===== src/rtl/tsbus_master.sv =====
module tsbus_master #(
  parameter int N_SLOTS    = 4,
  parameter int WORD_W     = 32,
  parameter int BIT_CLKS   = 8,
  parameter int SAMPLE_AT  = 4,
  parameter int LEAD_BITS  = 2,
  parameter int GUARD_BITS = 3
) (
  input  logic                       clk,
  input  logic                       rst_n,
  input  logic                       run,
  input  logic [N_SLOTS-1:0]         cfg_dir,
  input  logic                       wr_en,
  input  logic [$clog2(N_SLOTS)-1:0] wr_slot,
  input  logic [WORD_W-1:0]          wr_data,
  input  logic [$clog2(N_SLOTS)-1:0] rd_slot,
  output logic [WORD_W-1:0]          rd_data,
  output logic                       strobe,
  output logic                       data_o,
  output logic                       data_oe,
  input  logic                       data_i,
  output logic [N_SLOTS-1:0]         tmo
);
  localparam int FRAME_BITS = WORD_W + 1;
  localparam int SLOT_BITS  = FRAME_BITS + GUARD_BITS;
  localparam int CW = $clog2(BIT_CLKS);
  localparam int BW = $clog2(SLOT_BITS);
  localparam int SW = $clog2(N_SLOTS);
  localparam int IW = $clog2(WORD_W);

  typedef enum logic [1:0] {IDLE, STRB, LEAD, SLOT} phase_t;

  phase_t            phase;
  logic [CW-1:0]     cnt;
  logic [BW-1:0]     bitn;
  logic [SW-1:0]     slot;
  logic [WORD_W-2:0] sh;
  logic              ok;
  logic [WORD_W-1:0] mem [N_SLOTS];
  logic [IW-1:0]     didx;

  wire bit_end = cnt == CW'(BIT_CLKS - 1);
  wire up_slot = phase == SLOT && cfg_dir[slot];
  wire smp     = up_slot && cnt == CW'(SAMPLE_AT);
  assign didx  = IW'(bitn - BW'(1));

  always_ff @(posedge clk or negedge rst_n) begin
    if (!rst_n) begin
      phase <= IDLE;
      cnt   <= '0;
      bitn  <= '0;
      slot  <= '0;
    end else if (phase == IDLE) begin
      cnt  <= '0;
      bitn <= '0;
      slot <= '0;
      if (run) phase <= STRB;
    end else begin
      cnt <= bit_end ? '0 : cnt + CW'(1);
      if (bit_end) begin
        case (phase)
          STRB: begin
            phase <= LEAD;
            bitn  <= '0;
          end
          LEAD: begin
            if (bitn == BW'(LEAD_BITS - 1)) begin
              phase <= SLOT;
              bitn  <= '0;
              slot  <= '0;
            end else begin
              bitn <= bitn + BW'(1);
            end
          end
          default: begin
            if (bitn == BW'(SLOT_BITS - 1)) begin
              bitn <= '0;
              if (slot == SW'(N_SLOTS - 1)) begin
                slot  <= '0;
                phase <= run ? STRB : IDLE;
              end else begin
                slot <= slot + SW'(1);
              end
            end else begin
              bitn <= bitn + BW'(1);
            end
          end
        endcase
      end
    end
  end

  always_ff @(posedge clk or negedge rst_n) begin
    if (!rst_n) begin
      tmo <= '0;
      ok  <= 1'b0;
      sh  <= '0;
      for (int i = 0; i < N_SLOTS; i++) mem[i] <= '0;
    end else begin
      if (wr_en) mem[wr_slot] <= wr_data;
      if (smp) begin
        if (bitn == '0) begin
          ok        <= data_i;
          tmo[slot] <= !data_i;
        end else if (ok && bitn < BW'(WORD_W)) begin
          sh <= {data_i, sh[WORD_W-2:1]};
        end else if (ok && bitn == BW'(WORD_W)) begin
          mem[slot] <= {data_i, sh};
        end
      end
    end
  end

  assign strobe  = phase == STRB;
  assign data_oe = !(phase == SLOT && (cfg_dir[slot] || bitn >= BW'(FRAME_BITS)));
  assign data_o  = data_oe && phase == SLOT &&
                   (bitn == '0 || (bitn < BW'(FRAME_BITS) && mem[slot][didx]));
  assign rd_data = mem[rd_slot];

  logic [CW:0] sc;
  always_ff @(posedge clk or negedge rst_n) begin
    if (!rst_n) sc <= '0;
    else        sc <= strobe ? sc + (CW+1)'(1) : '0;
  end

  p_strobe_max_r2: assert property (@(posedge clk) disable iff (!rst_n)
    strobe |-> sc < (CW+1)'(BIT_CLKS));
  p_strobe_len_r2: assert property (@(posedge clk) disable iff (!rst_n)
    $fell(strobe) |-> sc == (CW+1)'(BIT_CLKS));
  p_start_clear_r5: assert property (@(posedge clk) disable iff (!rst_n)
    data_o |-> data_oe && !strobe);
  p_release_slot_r7: assert property (@(posedge clk) disable iff (!rst_n)
    !data_oe |-> phase == SLOT);
  p_tmo_change_r9: assert property (@(posedge clk) disable iff (!rst_n)
    !$stable(tmo) |-> $past(smp && bitn == '0));
  p_word_hold_r9: assert property (@(posedge clk) disable iff (!rst_n)
    ($stable(rd_slot) && !$past(wr_en) && !$past(smp)) |-> $stable(rd_data));
endmodule


===== config.mk =====
export PLATFORM = sky130hd
export DESIGN_NAME = tsbus_master
export DESIGN_NICKNAME = d
export VERILOG_FILES = /design/src/rtl/tsbus_master.sv
export SDC_FILE = /design/constraint.sdc
export NUM_CORES = 1
export LEC_CHECK = 0
export ABC_AREA = 1
export BUFFER_PORTS_ARGS = -buffer_cell sky130_fd_sc_hd__buf_2
export CAP_MARGIN = 40
export CORE_MARGIN = 4
export CORE_UTILIZATION = 45
export CTS_CLUSTER_DIAMETER = 30
export DETAILED_ROUTE_END_ITERATION = 10
export PLACE_DENSITY = 0.6
export SYNTH_ARGS = -nofsm -noshare
export SYNTH_HDL_FRONTEND = slang
export SYNTH_SLANG_ARGS = --single-unit
export TNS_END_PERCENT = 10

===== constraint.sdc =====
create_clock -name clk -period 3.95 [get_ports clk]
set_clock_uncertainty 0.1 [all_clocks]
set_input_delay 0.5925 -clock clk [delete_from_list [all_inputs] [get_ports clk]]
set_output_delay 0.5925 -clock clk [all_outputs]
set_load 0.05 [all_outputs]

==> key figures, run 1 <==
Die
  • # IOs: 84
  • Initial Utilization: 45.9%
  • Core Rows: 55
  • Die ar.: 25600 um2
  • Die width: 160 um
  • Overall die height: 160 um
  • Core area: 22700 um2

Setup path
  • CP required: 3.26 ns
  • Critical path endpoint category: primary output
  • Arr. time, crit path: 3.00 ns
  • Setup CP Type: reg -> out
  • Crit start category: register
  • Critical-path maximum fanout: 33

Layout
  • Area Growth Syn to Fin: 12.2%
  • Fin util: 51.5%
  • Fill count: 2267
  • # diodes: 0
  • Area of the multi-input gates: 5110 um2
  • Reg area: 4430 um2
  • Share of layout cells above drive strength 1: 10.6%
  • Nets: 1569

Placed design
  • Port Buf Inserts: 83
  • Gpl congestion: 0.827
  • Final HPWL DP: 20700 um
  • Post-place setup slack: 0.730 ns

Route
  • DRT iter0 DRCs: 936
  • Routed len/inst: 17.4 um
  • DRC Markers: 0
  • Vias per cell: 5.51
  • Via Count: 9959
  • Detailed Routing Iterations Pass 1: 5
  • WL final: 31400 um
  • Routed Antenna Nets: 0

Logic synthesis
  • YS warnings: 0
  • Synthesized Nets: 1539
  • Synth Area in Compound Gates: 21.3%
  • Post-Synth Simple-Gate Area: 25.4%
  • Synthesized flop and latch total: 177
  • Post-synthesis mux area share: 0.0961%
  • Mapped cell area: 10400 um2
  • Synth Area in Adders: 1.80%
  • Syn Inst Count: 1479
  • XOR/XNOR Fraction of Synth Area: 0.252%
  • Post-synthesis cell type count: 33
  • Sequential-to-total area share from yosys stat: 42.5%
  • Syn_area_per_cell: 7.04 um2
  • Largest family of logic cells by synthesized area: simple AND/OR/NAND/NOR gates

Clock network
  • CTS sink cnt: 177
  • Skew-Pair Late Insertion Delay: 0.44 ns
  • Cts bufs inserted: 17
  • CTS H-Tree Depth: 4
  • Post-CTS sizing: 0
  • CTS tree: built
  • CTS Hold Buffers Added: 0
  • Clk slew on worst S/H paths: 0.07 ns
  • Post-CTS Setup Bufs: 0
  • Root buffer cell: clkbuf_16
  • Bufs on Longest Clock Path: 2

STA
  • Normalized max-slew margin: 45.0%
  • Hold Fails Final Rpt: 0
  • Fin crit period: 3.70 ns
  • Worst Tran Pin Value: 0.824 ns
  • Period Utilization, post-route: 93.6%
  • Worst hold slack: 0.115 ns
  • Unrepaired setup endpoints after global routing: false
  • Setup_tns: 0 ns
  • Final WS setup: 0.255 ns
  • Max Transition Viols Final: 0
  • Fmax: 0.271 GHz
  • Endpoints failing setup: 0

Pwr
  • Sw frac: 33.6%
  • Switch Pwr: 1.66 mW
  • Total power draw: 4.95 mW
  • Clk pwr share: 35.1%
  • Pleak: 5.55 nW
  • Internal: 3.28 mW
  • Comb power frac: 20.0%
  • Share of power burned in registers: 44.9%
  • Peak supply drop: 258 uV
  • Pwr/cell area: 423 nW/um2

Global route
  • Met1 Use GR: 35.6%
  • GRT Util Overall: 24.9%
  • Grt peak-use layer: met2
  • Vias in the first global route: 9578
  • Largest net degree at the start of global routing: 85
  • GR Layer Usage met2: 40.1%
  • Total global routing overflow: 0
  • First-pass GRT wire length: 52200 um
  • Initial antenna violation count: 0
  • GRT met3 Usage: 3.66%

Run
  • Max-cap check violation count: 0

Outcome
  • Status: completed

Hold path
  • Hold Crit Class: in -> async
==> path summary, 6_finish.rpt <==
check | slack [ns] | cells after the start | end | startpoint
worst max-delay path | 0.25 | 13 | data_o | slot[0]
worst min-delay path | 0.11 | 1 | sh[9] | rst_n
worst max register to register | 0.85 | 13 | mem[14] | slot[0]
worst min register to register | 0.38 | 2 | tmo[2] | tmo[2]
max in group asynchronous | 2.66 | 2 | cnt[2] | rst_n
min in group clk | 0.35 | 2 | tmo[2] | data_i
==> area by class of cell <==
type                            instances  share of cell area [%]
Timing Repair Buffer                  111                    6.11
Tap cell                              285                    3.05
Inverter                              127                    4.08
Clock buffer                           18                    3.67
Clock inverter                         14                    1.42
Multi-Input combinational cell       1075                    43.7
Sequential cell                       177                    37.9
==> logic make-up after synthesis <==
| kind of cell | count (synthesis) |
|---|---|
| AND/OR/NAND/NOR | 640 |
| AO/OA/AOI/OAI | 416 |
| buffers and inverters | 227 |
| flip-flops | 177 |
| adder cells (fa/ha/maj) | 15 |
| XOR/XNOR | 3 |
| multiplexers | 1 |
==> worst max-delay path, cell delays in order, from the launching register on <==
cell      delay, ns
dfrtp_2        0.59
inv_2          0.44
buf_12         0.25
nand2_1        0.07
nand3_1        0.07
nand3_1        0.10
nand3_1        0.09
nand3_1        0.13
nand2_1        0.10
nand2_1        0.06
nand3b_1       0.08
nand3_1        0.10
a21oi_1        0.18
buf_2          0.29
==> synth_stat cells (all sizes together) <==
master  instances  area share (%)
clkinv          2           0.072
nand2         422              15
inv           125             4.5
nand3         135             6.8
nor3            3            0.30
xor2            2            0.17
o32ai           1           0.084
o22ai          33             2.0
o31ai           1           0.072
ha             15             1.8
xnor2           1           0.084
nand3b          1           0.072
a21oi          15            0.72
buf            27             1.4
o21ai         330              16
mux2i           1           0.096
a31oi           2            0.12
clkbuf         73             2.6
dfrtp         177              43
nor2           77             2.9
nand4           2            0.12
a211oi          1           0.072
o221a           1            0.11
o211ai         32             2.3
==> metal layers <==
metal,vias to the layer above,share of wire (%)
met2,303,46
li1,4966,-
met3,34,5.9
met4,0,1.5
met5,-,0
met1,4656,46
==> power groups by stage <==
stage | clock, mW | combinational [mW] | sequential [mW]
2_1_floorplan | 0 | 0.751 | 2.18
3_3_place_gp | 0 | 0.968 | 2.26
3_5_place_dp | 0 | 0.993 | 2.25
4_1_cts | 1.77 | 0.997 | 2.22
5_1_grt | 1.83 | 1.14 | 2.26
6_report | 1.74 | 0.990 | 2.22
==> metrics by stage <==
stage	cells	instance area, um2
2_1_floorplan	1479	10400
5_1_grt	1807	11700
6_report	1807	11700
4_1_cts	1807	11700
3_5_place_dp	1775	11100
3_3_place_gp	1773	11000
==> registers in the layout, summed over array words and instances, names as in the netlist <==
register and count:
phase 2, slot 2, cnt 3, bitn 6, ok 1, mem 128
sh 31, tmo 4
==> cells in the final DEF (no fill, tap or decap), types with 2 or more instances in the layout <==
master,count
a21oi_1,15
a31oi_1,2
buf_12,5
buf_2,82
buf_4,22
clkbuf_16,17
clkinv_4,2
clkinv_8,2
clkinvlp_4,2
dfrtp_1,176
ha_1,15
inv_1,121
inv_2,5
inv_6,3
inv_8,4
nand2_1,422
nand3_1,126
nand3_2,8
nand4_1,2
nor2_1,75
nor2_4,2
o211ai_1,32
o21ai_0,171
o21ai_1,159
o22ai_1,33
xor2_1,2
No activity file was read; power rests on OpenSTA's default activity.
==> run 2, diff against run 1 <==
Settings changed: CELL_PAD_IN_SITES_DETAIL_PLACEMENT set to 0, CELL_PAD_IN_SITES_GLOBAL_PLACEMENT set to 1, PLACE_DENSITY 0.6 to 0.79.
==> run 2 against run 1 <==
Against the previous run:
- global-route usage up 1.4 points
- largest power group unchanged
- total power down 0.96%
- maximum frequency up 2.8%
- sequential cell count unchanged
==> key figures, run 2 (synthesis gave the netlist of run 1 again) <==
Pwr
  • Peak supply drop: 294 uV (+14%)
  • Switch Pwr: 1.66 mW (-0.14%)
  • Sw frac: 33.9% (+0.28 points)
  • Comb power frac: 20.3% (+0.3 points)
  • Pleak: 5.52 nW (-0.55%)
  • Share of power burned in registers: 45.2% (+0.3 points)
  • Pwr/cell area: 422 nW/um2 (-0.25%)
  • Internal: 3.24 mW (-1.4%)
  • Clk pwr share: 34.5% (-0.6 points)

Setup path
  • Crit path buffers/inverters: 3 (unchanged)
  • Crit start category: register
  • Critical path endpoint category: primary output
  • Arr. time, crit path: 2.90 ns (-0.10 ns)
  • Worst-path cell chain: buf_4 -> inv_2 -> nand3_1 -> nand3_1 -> nand3_1 -> nand3_1 -> nand2_1 -> nand2_1 -> nand3b_1 -> nand3_1 -> a21oi_1 -> buf_2
  • CP top delay family: buffers and inverters
  • Worst path max stage delay: 0.64 ns (+0.05 ns)
  • Setup CP Type: reg -> out
  • Critical-path maximum fanout: 36 (+9.1%)
  • CP max-delay cell: inv_2
  • Most frequent CP cell: nand3_1
  • CP required: 3.26 ns (about the same)

Clock network
  • Post-CTS Setup Bufs: 0 (unchanged)
  • CTS Hold Buffers Added: 0 (unchanged)
  • Skew-Pair Late Insertion Delay: 0.44 ns (about the same)
  • CTS tree: built
  • Cts bufs inserted: 17 (unchanged)
  • Clk slew on worst S/H paths: 0.07 ns (about the same)
  • Root buffer cell: clkbuf_16
  • CTS sink cnt: 177 (unchanged)
  • Bufs on Longest Clock Path: 2 (unchanged)
  • CTS H-Tree Depth: 4 (unchanged)
  • Post-CTS sizing: 0 (unchanged)

Route
  • Vias per cell: 5.55 (+0.73%)
  • DRC Markers: 0 (unchanged)
  • WL final: 33200 um (+5.7%)
  • Via Count: 10.0k (+0.73%)
  • Routed len/inst: 18.4 um (+5.7%)
  • Routed Antenna Nets: 0 (unchanged)
  • Detailed Routing Iterations Pass 1: 6 (+1)
  • DRT iter0 DRCs: 790 (-16%)

Die
  • # IOs: 84 (unchanged)
  • Initial Utilization: 45.9% (unchanged)
  • Die width: 160 um (unchanged)
  • Core area: 22700 um2 (unchanged)
  • Die ar.: 25600 um2 (unchanged)
  • Overall die height: 160 um (unchanged)
  • Core Rows: 55 (unchanged)

Layout
  • Max FFs per register: 128 (unchanged)
  • Share of layout cells above drive strength 1: 10.7% (+0.066 points)
  • Nets: 1569 (unchanged)
  • Post-route cell area: 11600 um2 (-0.71%)
  • Reg with most FFs: mem
  • Largest regs: mem x128, sh x31, bitn x6
  • Most frequent cells in the layout: nand2_1, dfrtp_1, o21ai_0, o21ai_1, nand3_1
  • Area Growth Syn to Fin: 11.4%
  • Commonest non-fill, non-tap cell in the layout: nand2_1
  • # diodes: 0 (unchanged)

Global route
  • Total global routing overflow: 0 (unchanged)
  • Vias in the first global route: 9756 (+1.9%)
  • GRT Util Overall: 26.3% (+1.4 points)
  • First-pass GRT wire length: 54400 um (+4.3%)
  • Initial antenna violation count: 0 (unchanged)
  • Largest net degree at the start of global routing: 75 (-12%)

STA
  • Fmax: 0.278 GHz (+2.8%)
  • Max Transition Viols Final: 0 (unchanged)
  • Hold Fails Final Rpt: 0 (unchanged)
  • Normalized max-slew margin: 44.9% (-0.14 points)
  • Endpoints failing setup: 0 (unchanged)
  • Fin crit period: 3.59 ns (-0.102 ns)
  • Period Utilization, post-route: 91.0% (-2.6 points)
  • Unrepaired setup endpoints after global routing: false
  • Worst Tran Pin Value: 0.826 ns (+0.00179 ns)
  • Worst hold slack: 0.0577 ns (-0.0570 ns)
  • Setup_tns: 0 ns (unchanged)

Hold path
  • Hold Crit Class: in -> async

Placed design
  • Placed cell areas: 11000 um2 (-0.52%)
  • Port Buf Inserts: 83 (unchanged)
  • Gpl congestion: 0.820 (-0.82%)
  • Final HPWL DP: 21000 um (+1.8%)

Outcome
  • Status: completed

Run
  • Max-cap check violation count: 0 (unchanged)
## run 2: cell types whose count changed in the layout (fill, tap and decap cells not counted), sizes merged
cell | before | now
bufinv | 1 | 0
clkbuf | 18 | 19
clkinv | 5 | 4
inv | 133 | 134
## run 2: metrics by stage
stage | setup slack (ns) | cells | util (%) | total power [mW]
4_1_cts | 0.352 | 1807 | 51.1 | 4.93
3_5_place_dp | 0.854 | 1775 | 48.6 | 3.24
6_report | 0.356 | 1807 | 51.1 | 4.90
5_1_grt | 0.185 | 1807 | 51.1 | 5.17
2_1_floorplan | 0.418 | 1479 | - | 2.93
3_3_place_gp | 0.862 | 1775 | 48.6 | 3.23
## run 2: power by group through the flow
stage          sequential [mW]  combinational [mW]  clock [mW]
4_1_cts                   2.21                1.00        1.72
3_3_place_gp              2.25               0.981           0
6_report                  2.21               0.997        1.69
5_1_grt                   2.24                1.14        1.80
2_1_floorplan             2.18               0.751           0
3_5_place_dp              2.24               0.996           0
## run 2: per-layer routing
metal  GRT usage, %  routed length (um)  share of wire, %  vias up
li1               -                   -                 -     4975
met1           35.7               15000                45     4709
met2           43.2               15700                47      303
met3           4.41                1810               5.4       45
met4           8.41                 694               2.1        0
met5              0                   0                 0        -
## run 2: path summary, 6_finish.rpt
path	start	endpoint	cells past startpoint	slack [ns]
max in group asynchronous	rst_n	sh[27]	2	2.71
min in group clk	data_i	tmo[1]	2	0.32
hold reg to reg	cnt[0]	cnt[0]	1	0.37
setup / recovery	slot[1]	data_o	12	0.36
setup reg to reg	slot[1]	mem[56]	11	0.91
hold / removal	rst_n	sh[7]	1	0.06
## run 2: area by class of cell
class	count	area, um2
fillers	2308	11100
multi-input cells	1075	5110
flip-flops and latches	177	4430
repair buffers	111	657
inverters	127	477
clock buffers	19	453
well taps	285	357
clock inverters	13	118
